### src/rtl/swr_pkg.sv
package swr_pkg;

  // Edge seen on a sampled clock: now vs. previous sample, for the given polarity.
  function automatic logic swr_edge_hit(input logic now_lvl, input logic prev_lvl,
                                        input logic rising);
    if (rising) return now_lvl & ~prev_lvl;
    else        return ~now_lvl & prev_lvl;
  endfunction

  // Inactive level a port clock rests at, used as the reset value of its sample.
  function automatic logic swr_rest_level(input logic rising);
    return rising;
  endfunction

endpackage

### src/rtl/swr_clk_sampler.sv
module swr_clk_sampler #(
  parameter logic RISING = 1'b1
) (
  input  logic clk,
  input  logic rst,
  input  logic port_clk,
  output logic hist_q,
  output logic edge_hit
);
  import swr_pkg::*;

  always_ff @(posedge clk) begin
    if (rst) hist_q <= swr_rest_level(RISING);
    else     hist_q <= port_clk;
  end

  assign edge_hit = swr_edge_hit(port_clk, hist_q, RISING);

endmodule

### src/rtl/swr_wr_stage.sv
module swr_wr_stage #(
  parameter int   ADDR_W  = 4,
  parameter int   DATA_W  = 8,
  parameter logic CLOCKED = 1'b1
) (
  input  logic              clk,
  input  logic              rst,
  input  logic              edge_hit,
  input  logic [DATA_W-1:0] en_in,
  input  logic [ADDR_W-1:0] addr_in,
  input  logic [DATA_W-1:0] data_in,
  output logic [DATA_W-1:0] eff_en,
  output logic [ADDR_W-1:0] eff_addr,
  output logic [DATA_W-1:0] eff_data
);

  generate
    if (CLOCKED) begin : g_emulated
      logic [DATA_W-1:0] en_q;
      logic [ADDR_W-1:0] addr_q;
      logic [DATA_W-1:0] data_q;

      always_ff @(posedge clk) begin
        if (rst) begin
          en_q   <= '0;
          addr_q <= '0;
          data_q <= '0;
        end else begin
          en_q   <= en_in;
          addr_q <= addr_in;
          data_q <= data_in;
        end
      end

      assign eff_en   = edge_hit ? en_q : '0;
      assign eff_addr = addr_q;
      assign eff_data = data_q;
    end else begin : g_bypass
      logic unused_bypass;
      assign unused_bypass = ^{clk, rst, edge_hit};
      assign eff_en   = en_in;
      assign eff_addr = addr_in;
      assign eff_data = data_in;
    end
  endgenerate

endmodule

### src/rtl/swr_bit_array.sv
module swr_bit_array #(
  parameter int NUM_WR = 2,
  parameter int NUM_RD = 2,
  parameter int ADDR_W = 4,
  parameter int DATA_W = 8,
  parameter int DEPTH  = 16
) (
  input  logic                       clk,
  input  logic                       rst,
  input  logic [NUM_WR*DATA_W-1:0]   w_en,
  input  logic [NUM_WR*ADDR_W-1:0]   w_addr,
  input  logic [NUM_WR*DATA_W-1:0]   w_data,
  input  logic [NUM_RD*ADDR_W-1:0]   r_addr,
  output logic [NUM_RD*DATA_W-1:0]   r_data
);

  logic [DATA_W-1:0] mem [DEPTH];

  function automatic logic in_range(input logic [ADDR_W-1:0] a);
    return 32'(a) < 32'(DEPTH);
  endfunction

  // Later ports overwrite earlier ones inside the loop: highest index wins.
  always_ff @(posedge clk) begin
    if (rst) begin
      for (int i = 0; i < DEPTH; i++) mem[i] <= '0;
    end else begin
      for (int p = 0; p < NUM_WR; p++) begin
        if (in_range(w_addr[p*ADDR_W +: ADDR_W])) begin
          for (int b = 0; b < DATA_W; b++) begin
            if (w_en[p*DATA_W + b])
              mem[w_addr[p*ADDR_W +: ADDR_W]][b] <= w_data[p*DATA_W + b];
          end
        end
      end
    end
  end

  generate
    for (genvar r = 0; r < NUM_RD; r++) begin : g_rd
      logic [ADDR_W-1:0] ra;
      assign ra = r_addr[r*ADDR_W +: ADDR_W];
      assign r_data[r*DATA_W +: DATA_W] = in_range(ra) ? mem[ra] : '0;
    end
  endgenerate

endmodule

### src/rtl/sclk_wr_ram.sv
module sclk_wr_ram #(
  parameter int              NUM_WR     = 2,
  parameter int              NUM_RD     = 2,
  parameter int              ADDR_W     = 4,
  parameter int              DATA_W     = 8,
  parameter int              DEPTH      = 16,
  parameter logic [NUM_WR-1:0] WR_RISING  = '1,
  parameter logic [NUM_WR-1:0] WR_CLOCKED = '1
) (
  input  logic                     clk,
  input  logic                     rst,
  input  logic [NUM_WR-1:0]        wr_clk,
  input  logic [NUM_WR*DATA_W-1:0] wr_en,
  input  logic [NUM_WR*ADDR_W-1:0] wr_addr,
  input  logic [NUM_WR*DATA_W-1:0] wr_data,
  input  logic [NUM_RD*ADDR_W-1:0] rd_addr,
  output logic [NUM_RD*DATA_W-1:0] rd_data
);

  localparam int WE_W = NUM_WR * DATA_W;
  localparam int WA_W = NUM_WR * ADDR_W;

  logic [NUM_WR-1:0] hist_bus;
  logic [NUM_WR-1:0] edge_bus;
  logic [WE_W-1:0]   eff_en_bus;
  logic [WA_W-1:0]   eff_addr_bus;
  logic [WE_W-1:0]   eff_data_bus;

  generate
    for (genvar p = 0; p < NUM_WR; p++) begin : g_wport
      swr_clk_sampler #(
        .RISING (WR_RISING[p])
      ) u_sampler (
        .clk      (clk),
        .rst      (rst),
        .port_clk (wr_clk[p]),
        .hist_q   (hist_bus[p]),
        .edge_hit (edge_bus[p])
      );

      swr_wr_stage #(
        .ADDR_W  (ADDR_W),
        .DATA_W  (DATA_W),
        .CLOCKED (WR_CLOCKED[p])
      ) u_stage (
        .clk      (clk),
        .rst      (rst),
        .edge_hit (edge_bus[p]),
        .en_in    (wr_en[p*DATA_W +: DATA_W]),
        .addr_in  (wr_addr[p*ADDR_W +: ADDR_W]),
        .data_in  (wr_data[p*DATA_W +: DATA_W]),
        .eff_en   (eff_en_bus[p*DATA_W +: DATA_W]),
        .eff_addr (eff_addr_bus[p*ADDR_W +: ADDR_W]),
        .eff_data (eff_data_bus[p*DATA_W +: DATA_W])
      );
    end
  endgenerate

  swr_bit_array #(
    .NUM_WR (NUM_WR),
    .NUM_RD (NUM_RD),
    .ADDR_W (ADDR_W),
    .DATA_W (DATA_W),
    .DEPTH  (DEPTH)
  ) u_array (
    .clk    (clk),
    .rst    (rst),
    .w_en   (eff_en_bus),
    .w_addr (eff_addr_bus),
    .w_data (eff_data_bus),
    .r_addr (rd_addr),
    .r_data (rd_data)
  );

endmodule

### config.mk
export PLATFORM = sky130hd
export DESIGN_NAME = sclk_wr_ram
export DESIGN_NICKNAME = d
export VERILOG_FILES = /design/src/rtl/swr_pkg.sv /design/src/rtl/swr_clk_sampler.sv /design/src/rtl/swr_wr_stage.sv /design/src/rtl/swr_bit_array.sv /design/src/rtl/sclk_wr_ram.sv
export SDC_FILE = /design/constraint.sdc
export NUM_CORES = 1
export LEC_CHECK = 0
export CAP_MARGIN = 20
export CORE_MARGIN = 2
export CORE_UTILIZATION = 55
export DETAILED_ROUTE_END_ITERATION = 6
export PLACE_DENSITY = 0.79
export SKIP_CTS_REPAIR_TIMING = 1
export SLEW_MARGIN = 10
export SYNTH_ARGS = -nofsm -noshare
export SYNTH_HDL_FRONTEND = slang
export SYNTH_SLANG_ARGS = --single-unit
### constraint.sdc
create_clock -name clk -period 5.2 [get_ports clk]
set_clock_uncertainty 0.15 [all_clocks]
set_input_delay 0.52 -clock clk [delete_from_list [all_inputs] [get_ports clk]]
set_output_delay 0.52 -clock clk [all_outputs]
set_load 0.02 [all_outputs]
==> metrics.json, run 1 <==
{
  "path_delay_family": "buffers and inverters",
  "io_buffers": 67,
  "fillCellCount": 1699,
  "grt_start_max_net_pins": 101,
  "maxcap_violations": 0,
  "grt_usage_pct": 32.89,
  "initial_core_util_pct": 55.72,
  "ws_path_type": "input pin to primary output",
  "vdd_drop_max_mv": 0.2342,
  "synth.top_cell.area_share_pct": 31.81,
  "globalplace.congestion": 0.9870,
  "htree_levels": 4,
  "synth_top_area_cell": "edfxtp_1",
  "clockPowerShare_pct": 40.2,
  "n_antenna_cell": 0,
  "path_buf_inv": 3,
  "syn-num-nets": 1157,
  "final_max_tran_viols": 0,
  "dp_hpwl_um": 25830,
  "tritoncts": "built",
  "leakage_nw": 4.647,
  "post_layout_nonfiller_instances": 1353,
  "power_density_nw_per_um2": 254.7,
  "slowest_delay_ns": 0.70,
  "finish.net_count": 1112,
  "clk_path_buf_depth": 2,
  "number_of_i_o_pins": 68,
  "routed_wire_length_per_instance_um": 29.20,
  "first_global_vias": 10000,
  "synthesis.instances": 1105,
  "max_clock_freq_mhz": 273.2,
  "avg_inst_size_synth_sq_um": 10.94,
  "violated_checks": "DRC",
  "global_route.usage.met1_pct": 43.29,
  "fp-row-count": 54,
  "dr_total_vias": 10600,
  "endpoint_kind": "primary output",
  "finalHoldWorstSlack_ns": 0.4021,
  "detail-route-antenna-nets": 0,
  "asyncSetResetFlopFracSynth_pct": 0,
  "final_core_util_pct": 59.71,
  "post_route_setup_tns_ns": 0,
  "insertion_delay_ns": 0.45,
  "critical_path_required_ns": 4.53,
  "power.sequential.fraction_pct": 47.0,
  "status": "finished, violations left",
  "dr.pass1.iters": 7,
  "synth_flop_cell": "edfxtp_1",
  "worst-slew-pin-transition_ns": 1.224,
  "syn_to_final_growth_pct": 7.165,
  "global_route.usage.met3_pct": 9.812,
  "min_period_over_period_pct": 70.38,
  "worst_setup_hold_path_clk_slew_ns": 0.07,
  "grt_first_pass_wirelength_um": 58570,
  "clock_sinks": 170,
  "share_of_power_burned_in_combinational_logic_pct": 12.8,
  "yosys_register_bits": 170,
  "drc": 6,
  "switching_power_uw": 894.7,
  "finalWorstPathRequiredPeriod_ns": 3.660,
  "placedCellCount": 1318,
  "synth-warning-count": 0,
  "synth.yosys.seq_area_share_pct": 38.77,
  "top_usage_layer": "met2",
  "grt_antenna_before_repair": 0,
  "tritoncts.num_buffers": 17,
  "final_layout_size_suffix_gt1_share_pct": 18.36,
  "drt-vias-per-instance": 7.832,
  "power.switching_fraction_pct": 27.12,
  "setup-violations-final": 0,
  "worstPathMaxFanout": 25,
  "grt-ovfl-total": 0,
  "detailedRoute.firstIterationViolations": 1974,
  "cts_root_buffer": "clkbuf_16",
  "slew_headroom_pct": 18.08,
  "syn_area_sq_um": 12080,
  "hold_viol_final": 0,
  "die-area_sq_um": 23170,
  "ordered_cell_list_for_the_critical_path": "buf_2 > buf_4 > mux4_2 > a22oi_1 > nand2_1 > clkdlybuf4s50_1",
  "grt_use_met2_pct": 50.71,
  "grt_setup_unrepaired": "false",
  "arrival_ns": 2.99,
  "worstSetupStartpointType": "input pin",
  "cellInternalPower_mw": 2.404,
  "synth_edf_count": 128,
  "holdCritPathClass": "input pin to flip-flop",
  "synth.distinct_cells": 39,
  "die-width_um": 152.2,
  "wirelength_um": 39500,
  "die_h_um": 152.2,
  "synth_area_leaders": "edfxtp_1, mux4_2, a211o_1, o31ai_1, dfxtp_1",
  "floorplan.core_area_sq_um": 21690,
  "worst_path_cell_with_the_longest_stage_delay": "buf_2"
}
layer usage:
metal / part of all wire (%) / vias to the layer above
met2: 44 / 1055
met3: 16 / 206
li1: - / 4276
met5: 0.17 / -
met4: 5.2 / 2
met1: 34 / 5058
worst reg2reg max path, stage by stage, from the launching register on:
cell	delay, ns
dfxtp_1	0.47
nand4bb_1	0.97
buf_4	0.49
nor2_1	0.17
a211o_1	0.14
metrics by stage:
stage / setup WS [ns] / power, mW / instance area [sq um]
6_report: 1.540 / 3.299 / 12950
2_1_floorplan: 2.825 / 1.846 / 12080
4_1_cts: 1.503 / 3.267 / 12930
3_5_place_dp: 1.503 / 1.985 / 12350
3_3_place_gp: 1.552 / 1.976 / 12320
5_1_grt: 1.406 / 3.349 / 12950
kinds of logic after synthesis:
group | count (synthesis) | share of synthesized area [%]
buf+inv | 153 | 7.662
flops | 170 | 38.77
compound gates | 288 | 19.22
simple gates | 430 | 22.43
mux | 64 | 11.93
cells in the mapped netlist, drive strengths merged (3+ instances only):
library cell  instances
nand2                35
o31ai               128
edfxtp              128
mux4                 64
or4b                  4
a211o               128
clkbuf               36
nor2                141
a22oi                32
nor3                  6
and2b                 3
and4bb               19
and4b                 4
nor4b                 4
nand2b                4
dfxtp                42
nor2b                45
buf                 117
nand4bb              14
nor4bb                3
nand3               134
nand4b                4
power by group through the flow:
stage | sequential (mW) | combinational (mW) | clock, mW
2_1_floorplan | 1.54 | 0.305 | 0
3_3_place_gp | 1.57 | 0.403 | 0
3_5_place_dp | 1.58 | 0.410 | 0
4_1_cts | 1.55 | 0.412 | 1.31
5_1_grt | 1.55 | 0.439 | 1.36
6_report | 1.55 | 0.424 | 1.33
registers in the layout, indices dropped and copies added (netlist names):
signal / count
g_wport.u_sampler.hist_q: 2
g_wport.u_stage.eff_addr: 8
g_wport.u_stage.g_emulated.en_q: 16
u_array.mem: 128
g_wport.u_stage.eff_data: 16
path summary, 6_finish.rpt:
| path | from | to | slack [ns] | cells after the start |
|---|---|---|---|---|
| worst max-delay path | rd_addr[0] | rd_data[0] | 1.54 | 6 |
| worst min-delay path | rst | g_wport[1].u_stage.g_emulated.en_q[0] | 0.40 | 2 |
| worst max register to register | g_wport[1].u_sampler.hist_q | u_array.mem[6][4] | 2.55 | 4 |
| worst min register to register | g_wport[0].u_stage.eff_data[1] | u_array.mem[4][1] | 0.63 | 2 |
layout make-up:
| class | count | area [sq um] | share of cell area, % |
|---|---|---|---|
| multi-input cells | 782 | 6491 | 50.13 |
| flip-flops and latches | 170 | 4684 | 36.17 |
| repair buffers | 89 | 837.1 | 6.464 |
| clock buffers | 17 | 425.4 | 3.285 |
| well taps | 280 | 350.3 | 2.705 |
| clock inverters | 15 | 161.4 | 1.246 |
placed cells by master (no fill, tap or decap), drive strengths merged:
| cell type | synthesis | routed |
|---|---|---|
| dfxtp | 42 | 42 |
| edfxtp | 128 | 128 |
| a211o | 128 | 128 |
| nand2 | 35 | 35 |
| and4bb | 19 | 19 |
| or4 | 1 | 1 |
| nor4bb | 3 | 3 |
| bufinv | 0 | 2 |
| clkinv | 0 | 5 |
| and2b | 3 | 3 |
| or4b | 4 | 4 |
| clkdlybuf4s50 | 0 | 64 |
| nor2b | 45 | 45 |
| nand2b | 4 | 4 |
| nor3 | 6 | 6 |
| and4b | 4 | 4 |
| nand4b | 4 | 4 |
| and2 | 2 | 2 |
| nand4bb | 14 | 14 |
| inv | 0 | 8 |
| or2 | 2 | 2 |
| buf | 117 | 24 |
| nor2 | 141 | 141 |
| a22oi | 32 | 32 |
| o31ai | 128 | 128 |
| nand4 | 2 | 2 |
| clkbuf | 36 | 18 |
| nor4 | 2 | 2 |
| nand3 | 134 | 134 |
| and4 | 1 | 1 |
| mux4 | 64 | 64 |
| nor4b | 4 | 4 |
Note: power is estimated with default switching activity, not from simulation.
==> run 2, diff against run 1 <==
- clock period: 5.2 -> 3.4 ns (I/O delays scaled with it)
==> run 2 against run 1 <==
The run now ends clean. Wire length down 1.3%. Clock power up 53%. Worst setup slack worse by 1.1 ns. Register-to-register slack worse by 1.8 ns. Largest cell class unchanged.
==> metrics.json, run 2 (same netlist as run 1, synthesis figures left out) <==
{
  "drt-vias-per-instance": 7.657,
  "post_route_setup_tns_ns": 0,
  "die_h_um": 152.2,
  "dr.pass1.iters": 6,
  "fp-row-count": 54,
  "io_buffers": 67,
  "grt_setup_unrepaired": "false",
  "number_of_i_o_pins": 68,
  "dr_total_vias": 10540,
  "final_layout_size_suffix_gt1_share_pct": 20.15,
  "combined_area_of_the_multi_input_logic_cells_sq_um": 6484,
  "arrival_ns": 2.43,
  "setup-violations-final": 0,
  "finish.net_count": 1136,
  "endpoint_kind": "primary output",
  "final_max_tran_viols": 0,
  "worstSetupStartpointType": "input pin",
  "clock_sinks": 170,
  "tritoncts.num_buffers": 17,
  "maxcap_violations": 0,
  "leakage_nw": 4.787,
  "most_frequent_standard_cell_in_the_layout_excluding_fill_and_tap_cells": "nand3_1",
  "slew_headroom_pct": 25.84,
  "ws_path_type": "input pin to primary output",
  "power_density_nw_per_um2": 384.3,
  "cts_root_buffer": "clkbuf_16",
  "sequential_cell_area_sq_um": 4684,
  "worstPathMaxFanout": 32,
  "setup.worst_path.end": "rd_data[12]",
  "layout_common_cells": "nand3_1, a211o_1, o31ai_1, edfxtp_1, nor2_1",
  "placedCellCount": 1343,
  "tritoncts": "built",
  "wirelength_um": 38990,
  "detail-route-antenna-nets": 0,
  "p_total_mw": 5.073,
  "cp-startpoint": "rd_addr[5]",
  "first_global_vias": 10220,
  "status": "completed",
  "die-width_um": 152.2,
  "die-area_sq_um": 23170,
  "ff2ff_setup_slack_ns": 0.72,
  "grt_start_max_net_pins": 88,
  "hold_viol_final": 0,
  "initial_core_util_pct": 55.72,
  "n_antenna_cell": 0,
  "worst_setup_hold_path_clk_slew_ns": 0.07,
  "fillCellCount": 1733,
  "grt_usage_pct": 32.93,
  "final_core_util_pct": 60.86,
  "insertion_delay_ns": 0.44,
  "globalplace.congestion": 0.9702,
  "critical_path_required_ns": 2.91,
  "r2r_end": "u_array.mem[12][1]",
  "ff2ff_path_depth": 3,
  "drc": 0,
  "detailedRoute.firstIterationViolations": 1672,
  "grt_antenna_before_repair": 0,
  "post_layout_nonfiller_instances": 1377,
  "dp_hpwl_um": 25990,
  "largest_reg_flops": 128,
  "min_period_over_period_pct": 85.86,
  "floorplan.core_area_sq_um": 21690,
  "clk_path_buf_depth": 2,
  "vdd_drop_max_mv": 0.3779,
  "finalWorstPathRequiredPeriod_ns": 2.919,
  "grt_first_pass_wirelength_um": 59190,
  "holdCritPathClass": "input pin to flip-flop",
  "rr_startpoint": "g_wport[1].u_stage.eff_addr[3]",
  "top_register": "u_array.mem",
  "syn_to_final_growth_pct": 9.236,
  "worst-slew-pin-transition_ns": 1.103,
  "grt-ovfl-total": 0,
  "routed_wire_length_per_instance_um": 28.31,
  "htree_levels": 4,
  "max_clock_freq_mhz": 342.5
}
[run 2: worst max-delay path: stages]
cell and delay [ns]:
clkdlybuf4s50_1 0.51, buf_12 0.24, mux4_2 0.33, a22oi_1 0.26, nand2_1 0.15, clkdlybuf4s50_1 0.57
[run 2: layout make-up]
| type | count | area share, % |
|---|---|---|
| Clock buffer | 17 | 3.223 |
| Clock inverter | 15 | 1.355 |
| Multi-Input combinational cell | 782 | 49.12 |
| Sequential cell | 170 | 35.49 |
| Tap cell | 280 | 2.654 |
| Timing Repair Buffer | 113 | 8.161 |
[run 2: how the worst min path moves through the flow]
stage | from | endpoint | slack (ns) | depth (start not counted)
detailed placement | g_wport[0].u_stage.eff_data[1] | u_array.mem[2][1] | 0.62 | 2
CTS | rst | g_wport[1].u_stage.g_emulated.en_q[1] | 0.19 | 2
floorplan | wr_clk[0] | g_wport[0].u_sampler.hist_q | 0.29 | 1
global route | rst | g_wport[1].u_stage.g_emulated.en_q[3] | 0.23 | 2
global placement | g_wport[0].u_stage.eff_data[2] | u_array.mem[2][2] | 0.61 | 2
finish | rst | g_wport[1].u_stage.g_emulated.en_q[1] | 0.17 | 2
[run 2: stage by stage]
step,cell area [sq um],hold WS [ns],setup slack [ns]
global route,13200,0.2252,0.4214
finish,13200,0.1723,0.4807
detailed placement,12570,0.6200,0.5514
floorplan,12080,0.2938,1.385
CTS,13180,0.1857,0.5023
global placement,12570,0.6133,0.5666
[run 2: power by group]
part           total, mW  switching, mW  leakage (nW)  internal, mW
clock network       2.04          0.930         0.291          1.11
logic              0.652          0.348          2.77         0.304
registers           2.38         0.0912          1.73          2.29
total               5.07           1.37          4.79          3.70
[run 2: metal layers]
layer | up-vias | wire length, um | part of all wire [%] | track usage (%)
li1 | 4321 | - | - | -
met1 | 5040 | 13280 | 34 | 42.82
met2 | 1000 | 17830 | 46 | 50.66
met3 | 183 | 6096 | 16 | 10.38
met4 | 0 | 1784 | 4.6 | 14.95
met5 | - | 0 | 0 | 0
